File: config.mk
export PLATFORM = sky130hd
export DESIGN_NAME = cq_irq_calibrator
export DESIGN_NICKNAME = d
export VERILOG_FILES = /design/src/rtl/cq_irq_pkg.sv /design/src/rtl/cq_irq_cfg.sv /design/src/rtl/cq_irq_batch.sv /design/src/rtl/cq_irq_timer.sv /design/src/rtl/cq_irq_calibrator.sv
export SDC_FILE = /design/constraint.sdc
export NUM_CORES = 1
export LEC_CHECK = 0
export ABC_AREA = 1
export BUFFER_PORTS_ARGS = -buffer_cell sky130_fd_sc_hd__buf_2
export CAP_MARGIN = 5
export CORE_ASPECT_RATIO = 0.75
export CORE_MARGIN = 10
export CORE_UTILIZATION = 40
export CTS_BUF_LIST = sky130_fd_sc_hd__clkbuf_8 sky130_fd_sc_hd__clkbuf_16
export CTS_CLUSTER_SIZE = 30
export DETAILED_ROUTE_END_ITERATION = 10
export SLEW_MARGIN = 10
export SYNTH_ARGS = -nofsm -noshare
export SYNTH_HDL_FRONTEND = slang
export SYNTH_SLANG_ARGS = --single-unit
export TNS_END_PERCENT = 1
File: constraint.sdc
create_clock -name clk -period 2.5 [get_ports clk]
set_clock_uncertainty 0.15 [all_clocks]
set_input_delay 0 -clock clk [delete_from_list [all_inputs] [get_ports clk]]
set_output_delay 0 -clock clk [all_outputs]
set_load 0.005 [all_outputs]
File: src/rtl/cq_irq_pkg.sv
package cq_irq_pkg;
  typedef enum logic [1:0] {
    HINT_COALESCE = 2'b00,
    HINT_URGENT   = 2'b01,
    HINT_FLUSH    = 2'b10,
    HINT_URGENT_X = 2'b11
  } cmpl_hint_e;

  function automatic logic hint_is_immediate(input cmpl_hint_e h);
    return h != HINT_COALESCE;
  endfunction
endpackage

File: src/rtl/cq_irq_cfg.sv
module cq_irq_cfg #(
  parameter int CNT_W = 8,
  parameter int TMR_W = 6
) (
  input  logic             clk,
  input  logic             rst_n,
  input  logic             wr,
  input  logic             idle,
  input  logic [CNT_W-1:0] thr_in,
  input  logic [TMR_W-1:0] units_in,
  output logic [CNT_W-1:0] thr_q,
  output logic [TMR_W-1:0] units_q,
  output logic             coal_en,
  output logic             tmo_en
);
  logic             load;
  logic [CNT_W-1:0] thr_d;
  logic [TMR_W-1:0] units_d;

  always_comb begin
    load    = wr && idle;
    thr_d   = thr_q;
    units_d = units_q;
    if (load) begin
      thr_d   = thr_in;
      units_d = units_in;
    end
  end

  always_ff @(posedge clk or negedge rst_n) begin
    if (!rst_n) begin
      thr_q   <= '0;
      units_q <= '0;
    end else if (load) begin
      thr_q   <= thr_d;
      units_q <= units_d;
    end
  end

  assign coal_en = thr_q > CNT_W'(1);
  assign tmo_en  = units_q != '0;


  cfg_locked_chk: assert property (@(posedge clk) disable iff (!rst_n)
    (wr && !idle) |=> ($stable(thr_q) && $stable(units_q)));
endmodule

File: src/rtl/cq_irq_batch.sv
module cq_irq_batch #(
  parameter int CNT_W = 8
) (
  input  logic             clk,
  input  logic             rst_n,
  input  logic             inc,
  input  logic             clr,
  input  logic             coal_en,
  input  logic [CNT_W-1:0] thr,
  output logic             busy,
  output logic             thr_hit
);
  localparam int EXT_W = CNT_W + 1;

  logic [CNT_W-1:0] pend_q;
  logic [CNT_W-1:0] pend_d;
  logic [EXT_W-1:0] pend_inc;

  assign pend_inc = {1'b0, pend_q} + EXT_W'(1);
  assign thr_hit  = inc && (pend_inc >= {1'b0, thr});
  assign busy     = pend_q != '0;

  always_comb begin
    pend_d = pend_q;
    if (clr)      pend_d = '0;
    else if (inc) pend_d = pend_inc[CNT_W-1:0];
  end

  always_ff @(posedge clk or negedge rst_n) begin
    if (!rst_n)          pend_q <= '0;
    else if (clr || inc) pend_q <= pend_d;
  end


  below_thr_chk: assert property (@(posedge clk) disable iff (!rst_n)
    coal_en |-> (pend_q < thr));

  flush_clears_chk: assert property (@(posedge clk) disable iff (!rst_n)
    clr |=> (pend_q == '0));
endmodule

File: src/rtl/cq_irq_timer.sv
module cq_irq_timer #(
  parameter int TMR_W = 6
) (
  input  logic             clk,
  input  logic             rst_n,
  input  logic             run,
  input  logic             tick,
  input  logic             clr,
  input  logic             tmo_en,
  input  logic [TMR_W-1:0] units,
  output logic             expire
);
  localparam int EXT_W = TMR_W + 1;

  logic [TMR_W-1:0] tmr_q;
  logic [TMR_W-1:0] tmr_d;
  logic [EXT_W-1:0] tmr_inc;
  logic             step;

  assign step    = run && tick;
  assign tmr_inc = {1'b0, tmr_q} + EXT_W'(1);
  assign expire  = step && tmo_en && (tmr_inc >= {1'b0, units});

  always_comb begin
    tmr_d = tmr_q;
    if (clr)       tmr_d = '0;
    else if (step) tmr_d = tmr_inc[TMR_W-1:0];
  end

  always_ff @(posedge clk or negedge rst_n) begin
    if (!rst_n)           tmr_q <= '0;
    else if (clr || step) tmr_q <= tmr_d;
  end


  idle_timer_chk: assert property (@(posedge clk) disable iff (!rst_n)
    !run |-> (tmr_q == '0));
endmodule

File: src/rtl/cq_irq_calibrator.sv
module cq_irq_calibrator
  import cq_irq_pkg::*;
#(
  parameter int CNT_W = 8,
  parameter int TMR_W = 6
) (
  input  logic             clk,
  input  logic             rst_n,
  input  logic             cmpl_valid,
  input  logic [1:0]       cmpl_tag,
  input  logic             unit_tick,
  input  logic             cfg_wr,
  input  logic [CNT_W-1:0] cfg_thresh,
  input  logic [TMR_W-1:0] cfg_units,
  input  logic             irq_ack,
  output logic             irq
);
  logic [CNT_W-1:0] thr;
  logic [TMR_W-1:0] units;
  logic             coal_en, tmo_en, busy, thr_hit, expire;
  logic             now_fire, fire;
  logic             irq_q, irq_d;
  cmpl_hint_e       hint;

  assign hint = cmpl_hint_e'(cmpl_tag);

  cq_irq_cfg #(.CNT_W(CNT_W), .TMR_W(TMR_W)) i_cfg (
    .clk(clk), .rst_n(rst_n), .wr(cfg_wr), .idle(!busy),
    .thr_in(cfg_thresh), .units_in(cfg_units),
    .thr_q(thr), .units_q(units), .coal_en(coal_en), .tmo_en(tmo_en));

  cq_irq_batch #(.CNT_W(CNT_W)) i_batch (
    .clk(clk), .rst_n(rst_n), .inc(cmpl_valid), .clr(fire),
    .coal_en(coal_en), .thr(thr), .busy(busy), .thr_hit(thr_hit));

  cq_irq_timer #(.TMR_W(TMR_W)) i_timer (
    .clk(clk), .rst_n(rst_n), .run(busy), .tick(unit_tick), .clr(fire),
    .tmo_en(tmo_en), .units(units), .expire(expire));

  assign now_fire = cmpl_valid && (hint_is_immediate(hint) || !coal_en);
  assign fire     = now_fire || thr_hit || expire;

  always_comb begin
    irq_d = irq_q;
    if (fire)         irq_d = 1'b1;
    else if (irq_ack) irq_d = 1'b0;
  end

  always_ff @(posedge clk or negedge rst_n) begin
    if (!rst_n)                irq_q <= 1'b0;
    else if (fire || irq_ack)  irq_q <= irq_d;
  end

  assign irq = irq_q;


  urgent_fires_chk: assert property (@(posedge clk) disable iff (!rst_n)
    (cmpl_valid && cmpl_tag != 2'b00) |=> irq);

  uncoalesced_fires_chk: assert property (@(posedge clk) disable iff (!rst_n)
    (cmpl_valid && !coal_en) |=> irq);

  level_hold_chk: assert property (@(posedge clk) disable iff (!rst_n)
    (irq && !irq_ack) |=> irq);
endmodule

# Word level (Yosys, flattened, before mapping)

Index checks and enable logic that the tools add are counted.

Order comparisons: 3
Reduce and logical (&&, ||, !) cells: 23
Add/sub/neg operators: 2
Multiplexer cells: 6

Operators by type and width:

| kind                  | number |
|---|---|
| $mux W8               | 2 |
| $mux W6               | 2 |
| $add A8 B1 Y9 const B | 1 |
| $ge A9 B8 Y1          | 1 |
| $gt A8 B1 Y1 const B  | 1 |
| $reduce_bool A2 Y1    | 4 |
| $reduce_bool A8 Y1    | 1 |
| $add A6 B1 Y7 const B | 1 |
| $ge A7 B6 Y1          | 1 |
| $logic_and A1 B1 Y1   | 6 |
| $logic_or A1 B1 Y1    | 6 |
| $reduce_and A2 Y1     | 3 |
| $reduce_bool A6 Y1    | 1 |
| $logic_not A1 Y1      | 2 |
| $mux W1               | 2 |

Word-level logic and storage cells: 39
Register bits: 29

# Longest topological paths before layout

Gate-level depths: netlist of run 1.

Word-level depth: 8
Mapped depth: 17
Mapped depth without buffers: 16

# Hierarchy

Synthesis of run 1 repeated with hierarchy kept, for this count alone.

Cells, all modules: 254
Area total of the unflattened synthesis: 1,876.8 µm²

By module, submodules not included:

| module            | cells an instance | area an instance (µm²) | sequential area each (µm²) | times used |
|---|---|---|---|---|
| cq_irq_batch      | 93                | 684.4                  | 200.2                      | 1 |
| cq_irq_cfg        | 76                | 616.8                  | 350.3                      | 1 |
| cq_irq_timer      | 75                | 508.0                  | 150.1                      | 1 |
| cq_irq_calibrator | 10                | 67.6                   | 25.0                       | 1 |

# Least setup slack after synthesis of run 1

OpenSTA, ideal clock, no wires.

Kind: flip-flop to flip-flop
Start: register i_batch.pend_q[0]
End: register irq_q (netlist: irq)
Arrival: 2.087 ns
Stages on the path, launching flop included: 15
Period minus slack after synthesis: 2.371 ns
Setup time: 0.133 ns
Path slack: 0.129 ns
Required time: 2.217 ns
Cells stage by stage: dfrtp_1 > ha_1 > nand3_1 > nor3_1 > xor2_1 > ha_1 > nand2_1 > nor2_1 > nand2_1 > nand2_1 > nor3_1 > nand2_1 > nand2_1 > buf_2 > o211ai_1

Cells in the longest elaborated chain, start to end: 7
Elaborated cells on any way between the ends: 13
Classes of those cells: add/sub (1); order compare (1); mux (1); reduce/logical (10)

Ends and longest elaborated chain:

| element                                                                   | line                                        | text |
|---|---|---|
| start: declaration                                                        | cq_irq_batch.sv:15                          | `logic [CNT_W-1:0] pend_q;` |
| start signal: assignment                                                  | cq_irq_batch.sv:31                          | `else if (clr \|\| inc) pend_q <= pend_d;` |
| $add A8 B1 Y9 or $reduce_bool A8 Y1 (tied branches)                       | cq_irq_batch.sv:19, cq_irq_batch.sv:21      |  |
| $ge A9 B8 Y1 or $logic_and A1 B1 Y1 (tied branches)                       | cq_irq_batch.sv:20, cq_irq_timer.sv:20      |  |
| $logic_and A1 B1 Y1 (on tied branches)                                    | cq_irq_batch.sv:20, cq_irq_timer.sv:22      |  |
| $logic_or A1 B1 Y1 or $logic_and A1 B1 Y1 (tied branches)                 | cq_irq_calibrator.sv:41, cq_irq_timer.sv:22 |  |
| $logic_or A1 B1 Y1 *                                                      | cq_irq_calibrator.sv:41                     | `assign fire = now_fire \|\| thr_hit \|\| expire;` |
| $reduce_bool A2 Y1 (no source line) or $logic_or A1 B1 Y1 (tied branches) | n/a                                         |  |
| $reduce_and A2 Y1 (no source line)                                        | n/a                                         |  |
| end signal: assignment                                                    | cq_irq_calibrator.sv:51                     | `else if (fire \|\| irq_ack) irq_q <= irq_d;` |
| end: declaration                                                          | cq_irq_calibrator.sv:22                     | `logic irq_q, irq_d;` |

Every way passes the cells marked *; elsewhere a longest branch is shown, timed or not.
A chain may end at the register's enable or synchronous reset.

# Worst setup path in the final report of run 1

Start: register i_batch.pend_q[1]
End: register i_timer.tmr_q[5]

Cells in the longest elaborated chain, start to end: 7
Elaborated cells on any way between the ends: 13
Classes of those cells: add/sub (1); order compare (1); mux (1); reduce/logical (10)

Ends and longest elaborated chain:

| element                                                                   | line                                        | text |
|---|---|---|
| $add A8 B1 Y9 or $reduce_bool A8 Y1 (tied branches)                       | cq_irq_batch.sv:19, cq_irq_batch.sv:21      |  |
| $ge A9 B8 Y1 or $logic_and A1 B1 Y1 (tied branches)                       | cq_irq_batch.sv:20, cq_irq_timer.sv:20      |  |
| $logic_and A1 B1 Y1 (on tied branches)                                    | cq_irq_batch.sv:20, cq_irq_timer.sv:22      |  |
| $logic_or A1 B1 Y1 or $logic_and A1 B1 Y1 (tied branches)                 | cq_irq_calibrator.sv:41, cq_irq_timer.sv:22 |  |
| $logic_or A1 B1 Y1                                                        | cq_irq_calibrator.sv:41                     |  |
| $reduce_bool A2 Y1 (no source line) or $logic_or A1 B1 Y1 (tied branches) | n/a                                         |  |
| $reduce_and A2 Y1 (no source line)                                        | n/a                                         |  |
| end signal: assignment                                                    | cq_irq_timer.sv:32                          | `else if (clr \|\| step) tmr_q <= tmr_d;` |
| end: declaration                                                          | cq_irq_timer.sv:15                          | `logic [TMR_W-1:0] tmr_q;` |

Parallel ways exist; a longest one is shown, timed or not.

==> summary by stage, run 1 <==
Status
The run finished with clean final reports.

Floorplanning
The core region area is 0.00447 mm2. The die is 98.5 um wide. The number of placement rows is 21. The starting utilization of the core area is 41.4%. In this run the count of I/O pins placed on the die edge is 23.

The die area is 0.00777 mm2. The die is 78.9 um tall.

STA
At the pin with the least slew margin, the transition time is 0.677 ns. The worst path in the final design needs a cycle of 2.46 ns, including I/O delays and setup. The achievable clock frequency is 407 MHz. The number of pins exceeding their max-slew limit in the final report is 0. The final hold violation count came to 0. The period utilization is 98.3%. The tightest slew margin relative to the limit is 54.8%. Summed over all failing endpoints, the final setup total negative slack is 0 ns.

Setup violations remaining at the end of the flow were counted as 0. Setup repair after global routing could not meet its margin everywhere.

Worst setup path
Walking the worst path, the cells encountered are ha_4 -> nand3_4 -> nor3_4 -> xor2_2 -> ha_1 -> buf_4 -> a21oi_2 -> nand2_1 -> nand2_1 -> nand2_1 -> nand2_2 -> buf_4 -> nand3_1 -> nand2_1. STA classifies the critical path endpoint as a flip-flop. The largest stage delay on the critical path is 0.43 ns.

The kind of critical path is reg2reg. The critical path buffer and inverter count is 2. The cell seen most often among critical-path stages is nand2_1. The worst path required time is 2.57 ns.

At the worst endpoint, the arrival time is 2.52 ns. The element type at the critical path start is a flip-flop. The maximum fanout count along the critical path is 7. The critical path's top delay family is simple AND/OR/NAND/NOR gates. In this run the critical register-to-register path is launched from i_batch.pend_q[1].

In this run the worst setup path begins at i_batch.pend_q[1]. The slowest stage of the critical path belongs to the cell dfrtp_1.

Logic synthesis
The area of the mapped netlist is 0.00185 mm2. The biggest area contributor in the post-synthesis netlist is dfrtp_1. The number of synthesized flops with an enable pin is 0. The flip-flop cell with the highest count after synthesis is dfrtp_1.

The number of synthesized register bits is 29. In the synthesized netlist, the number of instances is 225. The number of distinct library cells after synthesis is 25. Synthesis produced a netlist with a net count of 264.

The proportion of synthesized chip area in sequential cells is 39.3%. A synthesized cell averages 8.21 um2. The share of the synthesized area in the top cell type is 39.3%. The most instantiated library cell after synthesis is nand2_1. Of all flip-flops after synthesis, the portion carrying an async set or reset was 100%.

For this run, the number of Yosys warnings is 0. By count the netlist is led by 40 x nand2_1, 30 x inv_1, 29 x dfrtp_1. By area the synthesized netlist is led by dfrtp_1 39%, ha_1 12%, nand2_1 8.1%, inv_1 6.1%, nand3_1 5.4%.

Layout
The post-route netlist has 28.6% of its cells at a drive strength greater than 1. The synthesis-to-layout area growth is 37.9%. The filler cell count in the final layout is 425. In the final design database the tool counted 321 nets.

Excluding fillers, the count of instances in the completed layout stands at 340. The number of antenna diodes in the final layout is 0.

Power and ir drop
The sequential fraction of design power is 38.3%. In this run switching power makes up 36.1% of total power. The combinational group share of total power is 37.0%. The total leakage power is 1.36 nW. The analysis attributes to net switching a power of 0.634 mW. The internal power of the cells totals 1.12 mW. The share of total power dissipated in the clock network is 24.8%. The total power divided by cell area is 689 mW/mm2. Overall power consumption after layout is estimated at 1.76 mW. The maximum vdd ir drop is 0.360 mV.

Run
The total of max-cap violations is 0.

Drt
The routed length per instance is 14.0 um. The number of DRC violations after detailed routing is 0. The total routed wirelength is 4750 um. The detailed router's first-iteration violation count is 111. The number of iterations in the first detailed-routing pass is 4. The remaining number of nets flagged by the antenna check after routing is 0. The routed layout has 1677 vias. In the routed layout, each cell is associated on average with a via count of 4.93.

Global route
The global-route wire length before repair is 7600 um. Across every metal layer, demand over resource in global routing totals 11.9%. The number of antenna violations at the first check in global routing is 0. The number of global-route vias before repair is 1614. Entering global routing, the biggest net connects 30 pins. The global-route congestion overflow total is 0.

CTS
The clock-pin slew of the registers on the worst-case setup and hold paths is 0.07 ns. The number of buffers inserted during clock tree synthesis is 5. The root buffer cell chosen for the clock tree is clkbuf_8. The number of sinks handled by clock tree synthesis is 29. In this run the deepest clock path goes through 2 buffers. The H-tree was split into 2 levels. The clock latency at the later pin of the worst-skew pair is 0.28 ns. The clock tree from TritonCTS is yes.

Placed design
Input and output buffers added on the ports amount to 22. Once detailed placement completed, the half-perimeter wirelength came to 3090 um. The cell count after placement is 303.

At the end of routability-driven placement, the weighted congestion stood at 0.802.

Min path
The path class of the lowest-slack min-delay path is in2async.
-- sequential cells by signal, indices dropped and copies added (netlist names) --
register,cells
i_batch.pend_q,8
i_cfg.thr_q,8
i_cfg.units_q,6
i_timer.tmr_q,6
irq,1
-- logic make-up after synthesis --
family | share of synthesized area, %
adder cells (fa/ha/maj) | 11.5
AO/OA/AOI/OAI | 6.57
XOR/XNOR | 4.27
multiplexers | 1.22
flip-flops | 39.3
buffers and inverters | 9.07
AND/OR/NAND/NOR | 28.1
-- what timing repair did --
item,CTS,global route
pin swaps,1,13
cloned,0,2
endpoints found under the hold margin,58,0
gates resized for setup,2,33
setup buffers,6,3
hold buffers,18,0
setup endpoints to repair,15,15
-- through the flow --
step           cell area [um2]  utilization, %  hold WS (ns)  setup WS (ns)
3_3_place_gp              2030            45.4       -0.0777       -0.00336
5_1_grt                   2550            57.1         0.202         -0.161
2_1_floorplan             1850               -        -0.446          0.129
6_report                  2550            57.1         0.145         0.0431
4_1_cts                   2360            52.9         0.166        0.00177
3_5_place_dp              2030            45.4       -0.0695        -0.0458
-- power by group through the flow --
stage | clock, mW | sequential (mW) | combinational (mW)
after global routing | 0.463 | 0.684 | 0.750
after global placement | 0 | 0.670 | 0.525
after CTS | 0.443 | 0.659 | 0.583
after detailed placement | 0 | 0.670 | 0.545
final | 0.435 | 0.672 | 0.649
after floorplan | 0 | 0.655 | 0.404
-- metal layers --
| metal | vias to the layer above | GRT usage, % | share of wire [%] |
|---|---|---|---|
| met2 | 40 | 17.6 | 44 |
| met4 | 0 | 4.86 | 2.1 |
| met3 | 13 | 3.46 | 4.8 |
| met1 | 771 | 15.8 | 50 |
| li1 | 853 | - | - |
| met5 | - | 0 | 0 |
-- cell usage in the layout (no fill, tap or decap), types with 2 or more instances in the layout --
master / instances
a21oi_1: 16
buf_2: 22
buf_4: 13
buf_6: 3
clkbuf_8: 7
dfrtp_1: 25
dfrtp_2: 4
dlygate4sd3_1: 18
ha_1: 14
ha_4: 3
inv_1: 29
inv_2: 2
mux2_2: 2
nand2_1: 37
nand2_2: 5
nand2_4: 2
nand3_1: 17
nand3_4: 2
nand4_1: 16
nor2_1: 17
nor2_2: 3
nor3_1: 3
xor2_1: 4
xor2_2: 4
-- worst paths after layout --
path / to / slack [ns] / cells after the start
setup reg to reg: i_timer.tmr_q[5] / 0.04 / 14
min in group clk: i_cfg.units_q[3] / 0.16 / 4
setup / recovery: i_timer.tmr_q[5] / 0.04 / 14
hold / removal: i_cfg.units_q[2] / 0.14 / 2
hold reg to reg: i_cfg.thr_q[0] / 0.37 / 1
max in group asynchronous: i_batch.pend_q[3] / 1.57 / 2
-- worst reg2reg max path, delay by kind of cell (launching register included) --
family,cells,cell delay (ns)
AND/OR/NAND/NOR,8,0.78
buffers and inverters,2,0.32
AO/OA/AOI/OAI,1,0.12
flip-flops,1,0.43
adder cells (fa/ha/maj),2,0.45
XOR/XNOR,1,0.18
-- layout make-up --
type | instances | area, um2 | area share [%]
Sequential cell | 29 | 731 | 28.7
Tap cell | 57 | 71.3 | 2.80
Inverter | 32 | 123 | 4.81
Clock buffer | 7 | 96.3 | 3.78
Multi-Input combinational cell | 158 | 1100 | 43.2
Timing Repair Buffer | 56 | 422 | 16.5
Clock inverter | 1 | 5.00 | 0.196
No activity file was read; power rests on OpenSTA's default activity.
==> run 2: changes to the inputs <==
--- a/config.mk
+++ b/config.mk
@@ -14,8 +14,10 @@
 export CTS_BUF_LIST = sky130_fd_sc_hd__clkbuf_8 sky130_fd_sc_hd__clkbuf_16
 export CTS_CLUSTER_SIZE = 30
 export DETAILED_ROUTE_END_ITERATION = 10
+export RECOVER_POWER = 100
 export SLEW_MARGIN = 10
 export SYNTH_ARGS = -nofsm -noshare
 export SYNTH_HDL_FRONTEND = slang
+export SYNTH_HIERARCHICAL = 1
 export SYNTH_SLANG_ARGS = --single-unit
 export TNS_END_PERCENT = 1
==> run 2 against run 1 <==
  * The run now ends with capacitance limit, slew limit, setup timing left
  * Global-route usage rose by 0.61 points
  * Largest cell class unchanged
  * Combinational power is 68% higher
  * Utilization up 7.2 points
  * Cell count up 15%
  * Highest routed layer unchanged
  * Total power is 25% higher
  * Synthesized cell count rose by 13%
  * Register-to-register slack worse by 0.08 ns
  * First-iteration DRC count down 32%
==> summary by stage, run 2 <==
Run
The total of max-cap violations was 1 (+1).

Drt
The remaining number of nets flagged by the antenna check after routing is 0 (unchanged). The via-per-instance ratio is 4.63 (-6.1%). The via count of the routed design is 1811 (+8.0%). The number of DRC violations after detailed routing is 0 (unchanged). The number of iterations in the first detailed-routing pass was 4 (unchanged). The detailed router's first-iteration violation count is 76 (-32%). The routed length per instance is 12.5 um (-10%). The total routed wirelength came to 4890 um (+3.1%).

STA
The tightest slew margin relative to the limit is -6.67% (-62 points). The achievable clock frequency is 394 MHz (-3.1%). The final critical-path required period is 2.54 ns (+0.0793 ns). The number of pins exceeding their max-slew limit in the final report is 30 (+30). The total negative setup slack was -0.131 ns (-0.131 ns). Setup repair after global routing could not meet its margin everywhere. The final hold violation count came to 0 (unchanged). The number of failing setup endpoints in the final timing report is 9 (+9).

The final worst setup slack is -0.0362 ns (-0.0793 ns). The worst hold slack after final layout is 0.173 ns (+0.0286 ns). The period utilization was 101% (+3.2 points).

The actual slew at the worst max-slew pin came to 1.60 ns (+0.923 ns).

Layout
The total non-filler cell area in the finished layout is 0.00289 mm2 (+13%). The filler cell count in the final layout was 374 (-12%). The share of cells above drive strength 1 came to 29.0% (+0.42 points). The largest registers in the layout are i_batch/pend_q x8, i_cfg/thr_q x8. The final-stage net count is 373 (+16%).

The library cells used most frequently in the layout, excluding fill and tap cells, are 71 x nand2_1, 45 x inv_1, 34 x dlygate4sd3_1. Relative to the synthesized area, the layout overhead comes to 53.9%. The antenna diode count is 0 (unchanged). Leaving out fill and tap cells, the most frequent cell in the layout is nand2_1.

Floorplanning
The core region area is 0.00449 mm2 (+0.59%). The starting utilization of the core area is 41.8% (+0.40 points). The number of placement rows is 21 (unchanged).

The die area is 0.00786 mm2 (+1.2%). The height of the chip was 79.3 um (+0.58%). The I/O pin count came to 23 (unchanged). The overall die width came to 99.1 um (+0.62%).

Placed design
The port buffer count is 22 (unchanged). The global placer's final weighted congestion is 0.833 (+3.8%). The instance area after placement is 0.00219 mm2 (+8.0%).

The HPWL after detailed placement was 3200 um (+3.5%).

Logic synthesis
The number of synthesized register bits was 29 (unchanged). The post-synthesis net count was 293 (+11%). The mean area per synthesized cell was 7.39 um2 (-10%). The fraction of synthesis flops using an asynchronous set or reset pin is 100% (unchanged). The number of distinct library cells after synthesis is 26 (+4.0%). The area of the mapped netlist is 0.00188 mm2 (+1.6%). The most used flip-flop cell after synthesis is dfrtp_1. The proportion of synthesized chip area in sequential cells is 38.7% (-0.60 points). Among all cell types in the netlist, the one instantiated most often is nand2_1. The cell count after synthesis is 254 (+13%).

The number of synthesized flops with an enable pin came to 0 (unchanged). The number of warning messages in the yosys log is 6 (+6). The share of the synthesized area in the top cell type is 38.7% (-0.60 points). The library cell with the largest summed area after synthesis is dfrtp_1. Counting instances in the post-synthesis netlist gives the leading cell types as 77 x nand2_1, 51 x inv_1, 29 x dfrtp_1. Ranked by total cell area, the synthesized netlist is headed by dfrtp_1 39%, nand2_1 15%, ha_1 11%, inv_1 10%, nand3_1 6.1%.

CTS
The number of H-tree levels is 2 (unchanged). The number of sinks handled by clock tree synthesis is 29 (unchanged). The cell sitting at the root of the clock tree is a clkbuf_8. TritonCTS built the clock tree. The clock-pin slew of the registers on the worst-case setup and hold paths is 0.06 ns (about the same).

The maximum number of buffers from clock root to sink came to 2 (unchanged). The number of buffers inserted during clock tree synthesis is 5 (unchanged). The clock latency at the later pin of the worst-skew pair is 0.28 ns (about the same).

Power and ir drop
The switching part of the total came to 39.7% (+3.6 points). The total leakage power came to 1.47 nW (+8.5%). The combinational group share of total power is 49.3% (+12 points). The maximum vdd ir drop is 0.474 mV (+32%).

The total power divided by cell area was 762 mW/mm2 (+11%). The internal cell power is 1.33 mW (+18%). The sequential fraction of design power is 33.2% (-5.1 points). The net load switching power is 0.874 mW (+38%). The part of the power in the clock network is 17.5% (-7.3 points).

Worst setup path
The cell seen most often among critical-path stages is nand2_1. Traced cell by cell, the critical path runs through ha_4 -> nand3_4 -> xor2_4 -> inv_2 -> ha_4 -> nand2_2 -> nor2_1 -> nand2_1 -> nand3_1 -> nand2_1 -> nand2_1 -> nand2_1 -> a21oi_2 -> nor2_2 -> nand2_4 -> nor2_4 -> nand3_1 -> o21ai_2. The maximum fanout count along the critical path is 5 (-2).

The worst path required time is 2.55 ns (-0.02 ns). The endpoint type of the worst setup path is a flip-flop. The critical path buffer and inverter count is 1 (-1). The element type at the critical path start is a flip-flop. The minimum setup slack among reg-to-reg paths is -0.04 ns (-0.08 ns). Among cell families on the critical path, the largest total delay comes from simple AND/OR/NAND/NOR gates. The cell with the largest stage delay on the worst path is dfrtp_1. The kind of critical path is reg2reg.

The arrival time at the worst endpoint is 2.59 ns (+0.07 ns). The largest stage delay on the critical path is 0.42 ns (about the same).

Global route
The number of antenna violations at the first check in global routing is 0 (unchanged). The maximum number of pins on one net before global-route repair is 30 (unchanged). The total routing resource utilization after global routing is 12.5% (+0.61 points). The global-route wire length before repair came to 8080 um (+6.3%).

The global-route congestion overflow total is 0 (unchanged). The number of global-route vias before repair is 1828 (+13%).

Status
The flow ran to the end, but the final reports show violations. The final reports fail on capacitance limit, slew limit, setup timing.

Min path
In this run the worst hold path is classified as in2reg.
-- run 2: area by class of cell --
cell class                      instances  area, um2  area share (%)
Tap cell                               57       71.3            2.47
Inverter                               52        195            6.76
Clock buffer                            6       82.6            2.86
Multi-Input combinational cell        170       1180            40.9
Clock inverter                          1       3.75           0.130
Timing Repair Buffer                   76        628            21.7
Sequential cell                        29        727            25.2
-- run 2: worst register-to-register path, stage by stage (launching register included) --
cell and delay, ns:
dfrtp_1 0.42, ha_4 0.19, nand3_4 0.12, xor2_4 0.19
inv_2 0.06, ha_4 0.22, nand2_2 0.06, nor2_1 0.04
nand2_1 0.06, nand3_1 0.07, nand2_1 0.07, nand2_1 0.05
nand2_1 0.07, a21oi_2 0.06, nor2_2 0.15, nand2_4 0.11
nor2_4 0.20, nand3_1 0.12, o21ai_2 0.08
-- run 2: layer usage --
metal / vias up / GRT usage [%] / wire length [um]
li1: 945 / - / -
met1: 825 / 16.0 / 2430
met2: 36 / 19.3 / 2150
met3: 5 / 4.50 / 280
met4: 0 / 3.71 / 38
met5: - / 0 / 0
-- run 2: power by group through the flow --
stage                     combinational, mW  sequential (mW)  clock, mW
after floorplan                       0.602            0.712          0
after global placement                0.833            0.723          0
after detailed placement              0.838            0.727          0
after CTS                             0.990            0.721      0.388
after global routing                   1.25            0.755      0.408
final                                  1.09            0.730      0.386
-- run 2: timing repair --
action | CTS | global route
setup buffers | 3 | 1
setup endpoints to repair | 14 | 29
hold buffers | 34 | 0
resized for setup | 27 | 27
endpoints found under the hold margin | 51 | 0
pin swaps | 14 | 21
-- run 2: metrics by stage --
stage               utilization (%)  setup WS, ns  power, mW  std cells
floorplan                         -        0.0433       1.31        254
global placement               48.7        -0.183       1.56        346
detailed placement             48.7        -0.176       1.57        346
CTS                            61.2       -0.0372       2.10        390
global route                   64.3        -0.228       2.42        391
finish                         64.3       -0.0362       2.20        391
-- run 2: path summary, 6_finish.rpt --
check / from / end / cells past startpoint
max in group asynchronous: rst_n / i_batch/pend_q[2] / 2
hold / removal: cfg_wr / i_cfg/units_q[4] / 4
setup / recovery: i_batch/pend_q[0] / i_timer/tmr_q[5] / 18
setup reg to reg: i_batch/pend_q[0] / i_timer/tmr_q[5] / 18
hold reg to reg: i_cfg/units_q[4] / i_cfg/units_q[4] / 2
min in group asynchronous: rst_n / i_batch/pend_q[1] / 2
-- run 2: logic make-up after synthesis --
group           count (synthesis)  synth area share [%]
compound gates                 22                  7.00
xor+xnor                        6                  2.80
fa+ha+maj                      17                  11.3
buf+inv                        55                  11.7
flops                          29                  38.7
simple gates                  125                  28.5
==> run 3: changes to the inputs <==
--- a/config.mk
+++ b/config.mk
@@ -8,7 +8,7 @@
 export ABC_AREA = 1
 export BUFFER_PORTS_ARGS = -buffer_cell sky130_fd_sc_hd__buf_2
 export CAP_MARGIN = 5
-export CORE_ASPECT_RATIO = 0.75
+export CORE_ASPECT_RATIO = 1.4
 export CORE_MARGIN = 10
 export CORE_UTILIZATION = 40
 export CTS_BUF_LIST = sky130_fd_sc_hd__clkbuf_8 sky130_fd_sc_hd__clkbuf_16
==> constraint.sdc (replaced) <==
create_clock -name clk -period 2.5 [get_ports clk]
set_clock_uncertainty 0.15 [all_clocks]
set_input_delay 0 -clock clk [delete_from_list [all_inputs] [get_ports clk]]
set_output_delay 0 -clock clk [all_outputs]
set_load 0.01 [all_outputs]
==> run 3 against run 2 <==
  * Register-to-register slack hardly changed
  * Die area is 0.13% higher
  * Sequential share of layout area rose by 0.78 points
  * Via count down 1.5%
  * Cell area fell by 3.0%
  * Routed wire length down 8.0%
  * Sequential power is 2% lower
  * Cell count grew 1.5%
  * The flow still finishes with violations (capacitance limit, slew limit, setup timing)
==> summary by stage, run 3 (synthesized netlist as in run 2, its figures left out) <==
Layout
The final-stage net count was 374 (+0.27%). The area occupied by multi-input gates is 0.00110 mm2 (-7.0%). The antenna diode count was 0 (unchanged). The filler cell count in the final layout is 389 (+4.0%). The total non-filler cell area in the finished layout is 0.00280 mm2 (-3.0%). The top cell types in the final layout, fill and taps aside, are 73 x nand2_1, 47 x inv_1, 34 x dlygate4sd3_1. The footprint of the flip-flops and latches is 727 um2 (unchanged).

The fraction of the core area covered by cells at the end of the flow is 61.8% (-2.5 points). The library cell used most frequently in the layout, excluding fill and tap cells, is nand2_1. In the final layout, the registers with the most flip-flops are i_batch/pend_q x8, i_cfg/thr_q x8. The share of cells above drive strength 1 was 26.3% (-2.8 points). Relative to the synthesized area, the layout overhead comes to 49.3%.

CTS
The number of H-tree levels is 2 (unchanged). The number of buffers inserted during clock tree synthesis is 5 (unchanged). The cell sitting at the root of the clock tree is a clkbuf_8.

The clock latency at the later pin of the worst-skew pair is 0.29 ns (about the same). The number of sinks handled by clock tree synthesis came to 29 (unchanged). The clock-pin slew of the registers on the worst-case setup and hold paths is 0.06 ns (about the same). The maximum number of buffers from clock root to sink is 2 (unchanged).

The clock tree from TritonCTS is yes.

Run
The total of max-cap violations is 1 (unchanged).

Power and ir drop
The part of the power in the clock network came to 17.9% (+0.4 points). The total leakage power is 1.46 nW (-0.82%). The maximum vdd ir drop is 0.543 mV (+15%).

The net load switching power is 0.850 mW (-2.7%). The switching part of the total came to 39.5% (-0.13 points). The combinational group share of total power was 48.6% (-0.7 points). The total power divided by cell area is 767 mW/mm2 (+0.63%).

The sequential fraction of design power is 33.5% (+0.3 points). The internal cell power is 1.30 mW (-2.2%).

Worst setup path
STA classifies the critical path endpoint as a flip-flop. The worst register-to-register path begins at i_batch/pend_q[0]. The signal on the critical path passes through ha_2 -> nand3_4 -> xor2_2 -> inv_2 -> ha_4 -> nand2_2 -> nor2_1 -> nand2_1 -> nand3_1 -> nand2_1 -> nand2_1 -> nand2_2 -> a21oi_2 -> nor2_2 -> nand2_4 -> inv_2 -> buf_4 -> nand3_1 -> nand2_1.

The element type at the critical path start is a flip-flop. Grouping stages by cell kind, the critical path spends the most delay in simple AND/OR/NAND/NOR gates. The worst path required time is 2.52 ns (-0.03 ns). The capture point of the critical path is i_timer/tmr_q[1].

The arrival time at the worst endpoint is 2.55 ns (-0.04 ns). The cell seen most often among critical-path stages is nand2_1. The maximum fanout count along the critical path is 4 (-1).

The critical path buffer and inverter count is 3 (+2). The worst setup path startpoint is i_batch/pend_q[0]. The minimum setup slack among reg-to-reg paths is -0.03 ns (about the same).

The largest stage delay on the critical path came to 0.38 ns (-0.04 ns). The count of cells along the worst register-to-register path came to 19 (+1). The kind of critical path is reg2reg.

The number of logic stages on the critical path including buffering is 19 (+1). The endpoint identified for the worst register-to-register timing path is i_timer/tmr_q[1]. The cell with the largest stage delay on the worst path is dfrtp_1.

Floorplanning
The core region area is 0.00454 mm2 (+0.95%). The number of placement rows came to 29 (+38%). The die area was 0.00787 mm2 (+0.13%). The I/O pin count came to 23 (unchanged).

The overall die width is 77.9 um (-21%). The height of the chip is 101 um (+27%). The starting utilization of the core area was 41.4% (-0.39 points).

Placed design
The port buffer count is 22 (unchanged). The global placer's final weighted congestion is 0.770 (-7.6%). The HPWL after detailed placement is 3040 um (-4.9%).

The instance area after placement is 0.00218 mm2 (-0.40%).

Global route
The number of global-route vias before repair was 1775 (-2.9%). The global-route wire length before repair is 7880 um (-2.5%). The met3 demand-to-capacity share in global routing is 2.68% (-1.8 points). The global-route congestion overflow total is 0 (unchanged). The global routing usage on met2 came to 20.5% (+1.3 points). The met1 track demand over resource in global routing is 14.3% (-1.7 points). The busiest layer in global routing is met2. The total routing resource utilization after global routing is 12.3% (-0.16 points).

The number of antenna violations at the first check in global routing is 0 (unchanged). The maximum number of pins on one net before global-route repair is 30 (unchanged).

STA
The number of failing setup endpoints in the final timing report is 6 (-3). The total negative setup slack is -0.0993 ns (+0.0318 ns). The number of pins exceeding their max-slew limit in the final report is 30 (unchanged). The final worst setup slack came to -0.0254 ns (+0.0108 ns). The period utilization is 101% (-0.43 points).

The actual slew at the worst max-slew pin was 1.58 ns (-0.0226 ns). Setup repair after global routing could not meet its margin everywhere. The final hold violation count came to 0 (unchanged).

The tightest slew margin relative to the limit is -5.17% (+1.5 points). The final critical-path required period is 2.53 ns (-0.0108 ns). The worst hold slack after final layout is 0.194 ns (+0.0209 ns).

The achievable clock frequency is 396 MHz (+0.43%).

Drt
The total routed wirelength is 4500 um (-8.0%). The number of iterations in the first detailed-routing pass was 4 (unchanged). The routed length per instance is 11.3 um (-9.4%). The number of DRC violations after detailed routing is 0 (unchanged). The remaining number of nets flagged by the antenna check after routing is 0 (unchanged). The via-per-instance ratio is 4.49 (-3.0%).

The detailed router's first-iteration violation count came to 86 (+13%). The via count of the routed design is 1784 (-1.5%).

Status
The flow ran to the end, but the final reports show violations. The final reports fail on capacitance limit, slew limit, setup timing.

Min path
In this run the worst hold path is classified as in2reg.
-- run 3: cell types whose count changed in the layout (fill, tap and decap cells not counted), sizes merged --
cell,before,now
buf,40,41
-- run 3: cell type report --
type                       instances  area share (%)
clock buffer                       6            2.95
clock inverter                     1           0.134
inverter                          52            6.96
multi-input combinational        170            39.2
sequential                        29            25.9
tap                               62            2.77
timing repair buffer              77            22.1
-- run 3: per-layer routing --
metal	vias to the layer above	part of all wire (%)
met5	-	0
met4	0	2.5
met3	7	3.2
met2	24	50
met1	806	45
li1	947	-
-- run 3: timing repair --
action                     4_1_cts  5_1_grt
setup endpoints to repair       14       15
setup buffers                    5        2
hold endpoints to repair        51        0
hold buffers                    34        0
gates resized for setup         21       15
pin swaps                       14       11
-- run 3: worst min path at each step --
stage	start	end	slack, ns	cells after the start
after floorplan	rst_n	i_batch/pend_q[0]	-0.45	0
after global placement	rst_n	i_cfg/thr_q[1]	-0.09	1
after detailed placement	rst_n	i_cfg/thr_q[1]	-0.09	1
after CTS	rst_n	i_cfg/thr_q[1]	0.14	2
after global routing	cfg_wr	i_cfg/units_q[1]	0.25	4
final	cfg_wr	i_cfg/units_q[3]	0.19	4
-- run 3: worst register-to-register path, cell delays in order (launching register included) --
cell and delay, ns:
dfrtp_1 0.38, ha_2 0.21, nand3_4 0.11, xor2_2 0.20, inv_2 0.06, ha_4 0.27
nand2_2 0.05, nor2_1 0.08, nand2_1 0.05, nand3_1 0.07, nand2_1 0.05, nand2_1 0.06
nand2_2 0.05, a21oi_2 0.14, nor2_2 0.06, nand2_4 0.11, inv_2 0.05, buf_4 0.13
nand3_1 0.07, nand2_1 0.05
-- run 3: metrics by stage --
step	setup WS (ns)	std cells	total power, mW
after global routing	-0.276	397	2.39
after floorplan	0.0433	254	1.32
final	-0.0254	397	2.15
after global placement	-0.175	349	1.56
after CTS	-0.0826	395	2.09
after detailed placement	-0.167	349	1.57
-- run 3: power groups by stage --
| stage | Sequential, mW | Combinational (mW) | Clock [mW] |
|---|---|---|---|
| 6_report | 0.719 | 1.04 | 0.385 |
| 5_1_grt | 0.744 | 1.23 | 0.415 |
| 4_1_cts | 0.716 | 0.979 | 0.391 |
| 3_5_place_dp | 0.721 | 0.849 | 0 |
| 3_3_place_gp | 0.719 | 0.838 | 0 |
| 2_1_floorplan | 0.714 | 0.602 | 0 |
